File: config.mk
export PLATFORM = sky130hd
export DESIGN_NAME = audio_fmt_conv
export DESIGN_NICKNAME = d
export VERILOG_FILES = /design/src/rtl/audio_fmt_conv.sv
export SDC_FILE = /design/constraint.sdc
export NUM_CORES = 1
export LEC_CHECK = 0
export ABC_AREA = 0
export BUFFER_PORTS_ARGS = -buffer_cell sky130_fd_sc_hd__buf_2
export CAP_MARGIN = 20
export CORE_ASPECT_RATIO = 1.5
export CORE_MARGIN = 5
export CORE_UTILIZATION = 30
export DETAILED_ROUTE_END_ITERATION = 8
export MAX_ROUTING_LAYER = met4
export PLACE_DENSITY = 0.54
export SETUP_SLACK_MARGIN = 0.2
export SLEW_MARGIN = 20
export SYNTH_ARGS = -nofsm -noshare
export SYNTH_HDL_FRONTEND = slang
export SYNTH_SLANG_ARGS = --single-unit
export TNS_END_PERCENT = 20
File: constraint.sdc
create_clock -name clk -period 4.7 [get_ports clk]
set_clock_uncertainty 0.1 [all_clocks]
set_input_delay 0.235 -clock clk [delete_from_list [all_inputs] [get_ports clk]]
set_output_delay 0.235 -clock clk [all_outputs]
set_load 0.005 [all_outputs]
File: src/rtl/audio_fmt_conv.sv
module audio_fmt_conv (
  input  logic        clk,
  input  logic        rst_n,
  input  logic        cfg_stereo,
  input  logic        cfg_compand,
  input  logic        cfg_fmt,
  input  logic        cap_in_valid,
  output logic        cap_in_ready,
  input  logic [15:0] cap_in_left,
  input  logic [15:0] cap_in_right,
  output logic        cap_out_valid,
  input  logic        cap_out_ready,
  output logic [15:0] cap_out_data,
  input  logic        pb_in_valid,
  output logic        pb_in_ready,
  input  logic [15:0] pb_in_data,
  output logic        pb_out_valid,
  input  logic        pb_out_ready,
  output logic [15:0] pb_out_left,
  output logic [15:0] pb_out_right
);

  function automatic logic [7:0] mu_enc(input logic [15:0] x);
    logic [13:0] mag;
    logic [12:0] b;
    logic [2:0]  seg;
    logic [3:0]  mant;
    mag = x[15] ? 14'(~x[15:2] + 14'd1) : x[15:2];
    b   = (mag > 14'd8158) ? 13'h1FFF : 13'(mag + 14'd33);
    seg = 3'd0;
    for (int i = 1; i < 8; i++) if (b[i+5]) seg = 3'(i);
    mant = 4'(b >> ({1'b0, seg} + 4'd1));
    return ~{x[15], seg, mant};
  endfunction

  function automatic logic [7:0] a_enc(input logic [15:0] x);
    logic [11:0] m;
    logic [2:0]  seg;
    logic [3:0]  mant;
    m   = x[15] ? ~x[14:3] : x[14:3];
    seg = 3'd0;
    for (int i = 1; i < 8; i++) if (m[i+4]) seg = 3'(i);
    mant = (seg < 3'd2) ? m[4:1] : 4'(m >> seg);
    return {~x[15], seg, mant} ^ 8'h55;
  endfunction

  function automatic logic [15:0] mu_dec(input logic [7:0] c);
    logic [7:0]  u;
    logic [15:0] t;
    u = ~c;
    t = 16'({u[3:0], 3'b000}) + 16'd132;
    t = t << u[6:4];
    return u[7] ? 16'(16'd132 - t) : 16'(t - 16'd132);
  endfunction

  function automatic logic [15:0] a_dec(input logic [7:0] c);
    logic [7:0]  a;
    logic [15:0] t;
    a = c ^ 8'h55;
    t = {8'h00, a[3:0], 4'h0};
    if (a[6:4] == 3'd0) t = t + 16'd8;
    else                t = (t + 16'h108) << (a[6:4] - 3'd1);
    return a[7] ? t : 16'(~t + 16'd1);
  endfunction

  function automatic logic [15:0] enc(input logic [1:0] m, input logic [15:0] x);
    case (m)
      2'b00:   return {8'h00, ~x[15], x[14:8]};
      2'b01:   return x;
      2'b10:   return {8'h00, mu_enc(x)};
      default: return {8'h00, a_enc(x)};
    endcase
  endfunction

  function automatic logic [15:0] dec(input logic [1:0] m, input logic [15:0] w);
    case (m)
      2'b00:   return {~w[7], w[6:0], 8'h00};
      2'b01:   return w;
      2'b10:   return mu_dec(w[7:0]);
      default: return a_dec(w[7:0]);
    endcase
  endfunction

  wire [1:0] mode = {cfg_compand, cfg_fmt};
  wire [2:0] cfg  = {cfg_stereo, mode};

  // capture: pair encoded on acceptance, up to two words queued
  logic [1:0]  cap_cnt;
  logic [15:0] cap_w1;
  wire cap_acc  = cap_in_valid && cap_in_ready;
  wire cap_take = cap_out_valid && cap_out_ready;

  assign cap_in_ready  = (cap_cnt == 2'd0);
  assign cap_out_valid = (cap_cnt != 2'd0);

  always_ff @(posedge clk) begin
    if (!rst_n) begin
      cap_cnt      <= 2'd0;
      cap_out_data <= 16'h0;
      cap_w1       <= 16'h0;
    end else if (cap_acc) begin
      cap_out_data <= enc(mode, cap_in_left);
      cap_w1       <= enc(mode, cap_in_right);
      cap_cnt      <= cfg_stereo ? 2'd2 : 2'd1;
    end else if (cap_take) begin
      cap_out_data <= cap_w1;
      cap_cnt      <= cap_cnt - 2'd1;
    end
  end

  // playback: stereo left held until its right partner arrives
  logic        pb_have_left;
  logic [15:0] pb_left_hold;
  logic [2:0]  pb_cfg;
  wire pb_flush = pb_have_left && (cfg != pb_cfg);
  wire pb_acc   = pb_in_valid && pb_in_ready;
  wire [15:0] pb_dec = dec(mode, pb_in_data);

  assign pb_in_ready = !pb_out_valid && !pb_flush;

  always_ff @(posedge clk) begin
    if (!rst_n) begin
      pb_have_left <= 1'b0;
      pb_left_hold <= 16'h0;
      pb_cfg       <= 3'd0;
      pb_out_valid <= 1'b0;
      pb_out_left  <= 16'h0;
      pb_out_right <= 16'h0;
    end else begin
      if (pb_out_valid && pb_out_ready) pb_out_valid <= 1'b0;
      if (pb_flush) begin
        pb_have_left <= 1'b0;
      end else if (pb_acc) begin
        if (!cfg_stereo) begin
          pb_out_left  <= pb_dec;
          pb_out_right <= pb_dec;
          pb_out_valid <= 1'b1;
        end else if (!pb_have_left) begin
          pb_left_hold <= pb_dec;
          pb_have_left <= 1'b1;
          pb_cfg       <= cfg;
        end else begin
          pb_out_left  <= pb_left_hold;
          pb_out_right <= pb_dec;
          pb_out_valid <= 1'b1;
          pb_have_left <= 1'b0;
        end
      end
    end
  end

  a_r12_cap_hold: assert property (@(posedge clk) disable iff (!rst_n)
    cap_out_valid && !cap_out_ready |=> cap_out_valid && $stable(cap_out_data));
  a_r12_pb_hold: assert property (@(posedge clk) disable iff (!rst_n)
    pb_out_valid && !pb_out_ready |=> pb_out_valid && $stable(pb_out_left) && $stable(pb_out_right));
  a_r5_second_word: assert property (@(posedge clk) disable iff (!rst_n)
    cap_take && cap_cnt == 2'd2 |=> cap_out_valid && !cap_in_ready);
  a_r8_mono_dup: assert property (@(posedge clk) disable iff (!rst_n)
    pb_acc && !cfg_stereo |=> pb_out_valid && pb_out_left == pb_out_right);
  a_r10_flush_drop: assert property (@(posedge clk) disable iff (!rst_n)
    pb_flush |=> !pb_have_left && !pb_out_valid);

endmodule

==> out/results.ini <==
[grt]
antenna_found_initial=0
grt_pass1_vias=9361
grtUsageTotal_pct=18.63
grt_first_pass_wirelength_um=51320
grt_max_degree=43
grt_overflow=0

[timing]
min_period_ns=3.893
hold_violations=0
fmax_ghz=0.2569
maxSlewViolCount=0
setup_tns_ns=0
rsz0062_at_grt=no
tightestPinTransition_ns=0.8719
relSlewSlack_pct=41.71
setup_viol=0
finalCritPeriodShare_pct=82.82

[floorplan]
io_pins=109
die_w_um=153.8
start_util_pct=30.19
rows=79
die_h_um=225.8
die-area_um2=34730
core-area_um2=30840

[synth]
yosysTopAreaCellShare_pct=18.71
syn_area_um2=9310
avgSynthCellArea_um2=7.285
synth_nets=1353
synth-simple-area-share_pct=26.49
synth_top_area_cell=dfxtp_1
synth_edf_count=0
yosysUniqueCellTypes=101
synth_fa_ha_area_share_pct=2.419
ys_ff_latch=87
netlist_top_cells_area=dfxtp_1, nand2_1, a21oi_1, xnor2_1, nor2_1
ys_top_cells_by_count=nand2_1, nor2_1, a21oi_1
synthXorXnorAreaFrac_pct=7.203
synth_cells=1278
synth_compound_area_share_pct=31.93
synth_top_family_by_area=compound AO/OA/AOI/OAI gates
synth_ff_type=dfxtp_1
yosysWarnings=0
synthArstFlopShare_pct=0
ys_seq_area_share_pct=18.71
synth.most_common_cell=nand2_1
muxShareOfSynthArea_pct=7.391

[clocking]
cts.clk_slew.worst_paths_ns=0.07
cts_buffer_depth=2
insertion_delay_ns=0.35
cts_sinks=87
clockRootBuffer=clkbuf_16
cts_setup_buffers=0
cts_inserted_buffers=9
ctsResizeCount=0
cts_tree=built
cts_max_level=3
ctsHoldBuffers=0

[pwr]
power_uw=2656
internal_power_uw=1587
combPwrFrac_pct=42.5
p_seq_share_pct=31.5
p_switching_uw=1069
pwr_density_cell_nw_per_um2=255.2
leakagePower_uw=0.003929
switching_share_pct=40.24
peakVddDrop_mv=0.1726
clock_power_share_pct=26.1

[setup_path]
path_max_fanout=10
critPathRequiredTime_ns=4.84
arrival_ns=4.04
max_stage_delay_ns=0.48
endpoint_kind=register
cp-start-kind=input pin
crit_type=in -> reg
crit_chain=buf_2 -> inv_1 -> ha_1 -> and2b_1 -> or4b_1 -> a21o_1 -> a221oi_2 -> xnor2_1 -> a211oi_2 -> a2bb2oi_4 -> mux2_1 -> a21o_1 -> o31a_1
cpMostUsedCell=a21o_1
cpMaxStageDelayCell=or4b_1

[status]
status=completed

[route]
wl_per_cell_um=18.85
ant_nets=0
via_count=9738
routed_wirelength_um=32590
drc=0
drt_iter0_drc=617
dr.pass1.iters=5
viasPerCell=5.632

[placed_design]
dp_hpwl_um=24970
port_buffers=108
gp_congestion=0.9525

[cells_and_area]
nFillCells=3370
drive_gt1_share_pct=16.24
fin_nets=1395
n_antenna_cell=0
synthToLayoutAreaGrowth_pct=11.80

[worst_hold_path]
hold_class=in -> reg

[flow_run]
drv_cap=0

==> through the flow <==
step	utilization [%]	area, µm²	std cells	hold slack [ns]	worst slack [ns]
after floorplan	-	9310	1278	0.3168	0.8063
after global placement	32.81	10120	1713	0.3402	0.6001
after detailed placement	32.81	10120	1713	0.3413	0.4973
after CTS	33.71	10400	1728	0.06832	0.8416
after global routing	33.75	10410	1729	0.09162	0.5397
final	33.75	10410	1729	0.06316	0.8074
==> layer usage <==
| layer | wire length, µm | share of wire (%) | global-route usage (%) | up-vias |
|---|---|---|---|---|
| li1 | - | - | - | 4801 |
| met3 | 1163 | 3.6 | 1.649 | 59 |
| met4 | 1162 | 3.6 | 7.811 | 0 |
| met5 | 0 | 0 | - | - |
| met1 | 13420 | 41 | 21.62 | 4624 |
| met2 | 16840 | 52 | 32.95 | 254 |
==> final timing paths <==
path | from | to | depth (start not counted) | slack [ns]
max | cap_in_right[2] | cap_w1[0] | 13 | 0.81
min | pb_out_ready | pb_out_valid | 3 | 0.06
max reg2reg | pb_cfg[0] | pb_out_left[14] | 7 | 2.32
min reg2reg | pb_out_left[7] | pb_out_left[7] | 2 | 0.35
==> area by class of cell <==
cell class / count / area [µm²] / area share (%)
Multi-Input combinational cell: 1055 / 7030 / 67.54
Sequential cell: 87 / 1742 / 16.73
Timing Repair Buffer: 132 / 720.7 / 6.924
Tap cell: 405 / 506.7 / 4.868
Clock buffer: 9 / 225.2 / 2.164
Inverter: 35 / 131.4 / 1.262
Clock inverter: 6 / 52.55 / 0.5049
==> cells in the final DEF, fill, tap and decap left out, types with 7 or more instances in the layout <==
cell type / Yosys / layout
nand2_1: 152 / 152
nor2_1: 119 / 118
buf_2: 4 / 108
a21oi_1: 101 / 101
dfxtp_1: 87 / 87
o21ai_0: 76 / 76
xnor2_1: 53 / 53
nand3_1: 47 / 47
mux2i_1: 35 / 35
nor3_1: 32 / 32
inv_1: 30 / 30
a211oi_1: 29 / 29
buf_4: 0 / 24
nor2b_1: 22 / 22
o211ai_1: 20 / 20
xor2_1: 18 / 18
nand2b_1: 18 / 18
a31oi_1: 18 / 18
ha_1: 18 / 18
or3_1: 17 / 17
a22oi_1: 16 / 16
a21o_1: 12 / 12
and3_1: 12 / 12
mux4_2: 11 / 11
o21a_1: 9 / 9
and2_1: 9 / 9
o31ai_1: 9 / 9
clkbuf_16: 0 / 9
mux2_2: 7 / 7
o22ai_1: 7 / 7
o311ai_0: 7 / 7
==> worst max-delay path: cells and delay by family <==
kind	cells	cell delay, ns
fa+ha+maj	1	0.29
xor+xnor	1	0.26
compound gates	6	1.77
simple gates	2	0.82
buf+inv	2	0.28
mux	1	0.37
==> sequential cells by signal (all words and copies together), names as in the netlist <==
| signal | cells |
|---|---|
| pb_cfg | 3 |
| pb_have_left | 1 |
| cap_out_data | 16 |
| pb_out_left | 16 |
| cap_w1 | 16 |
| cap_cnt | 2 |
| pb_left_hold | 16 |
| pb_out_right | 16 |
| pb_out_valid | 1 |
==> power groups by stage <==
stage | combinational, µW | sequential, µW | clock [µW]
after CTS | 1120 | 836 | 711
after global placement | 1120 | 852 | 0
after floorplan | 802 | 844 | 0
after global routing | 1240 | 842 | 737
final | 1130 | 836 | 693
after detailed placement | 1120 | 853 | 0
==> logic make-up (layout without fill, tap and decap cells) <==
family          count (synthesis)  after routing
xor+xnor                       74             74
mux                            54             54
fa+ha+maj                      18             18
flops                          87             87
buf+inv                       136            182
compound gates                415            415
simple gates                  494            494
No activity file was read; power rests on OpenSTA's default activity.
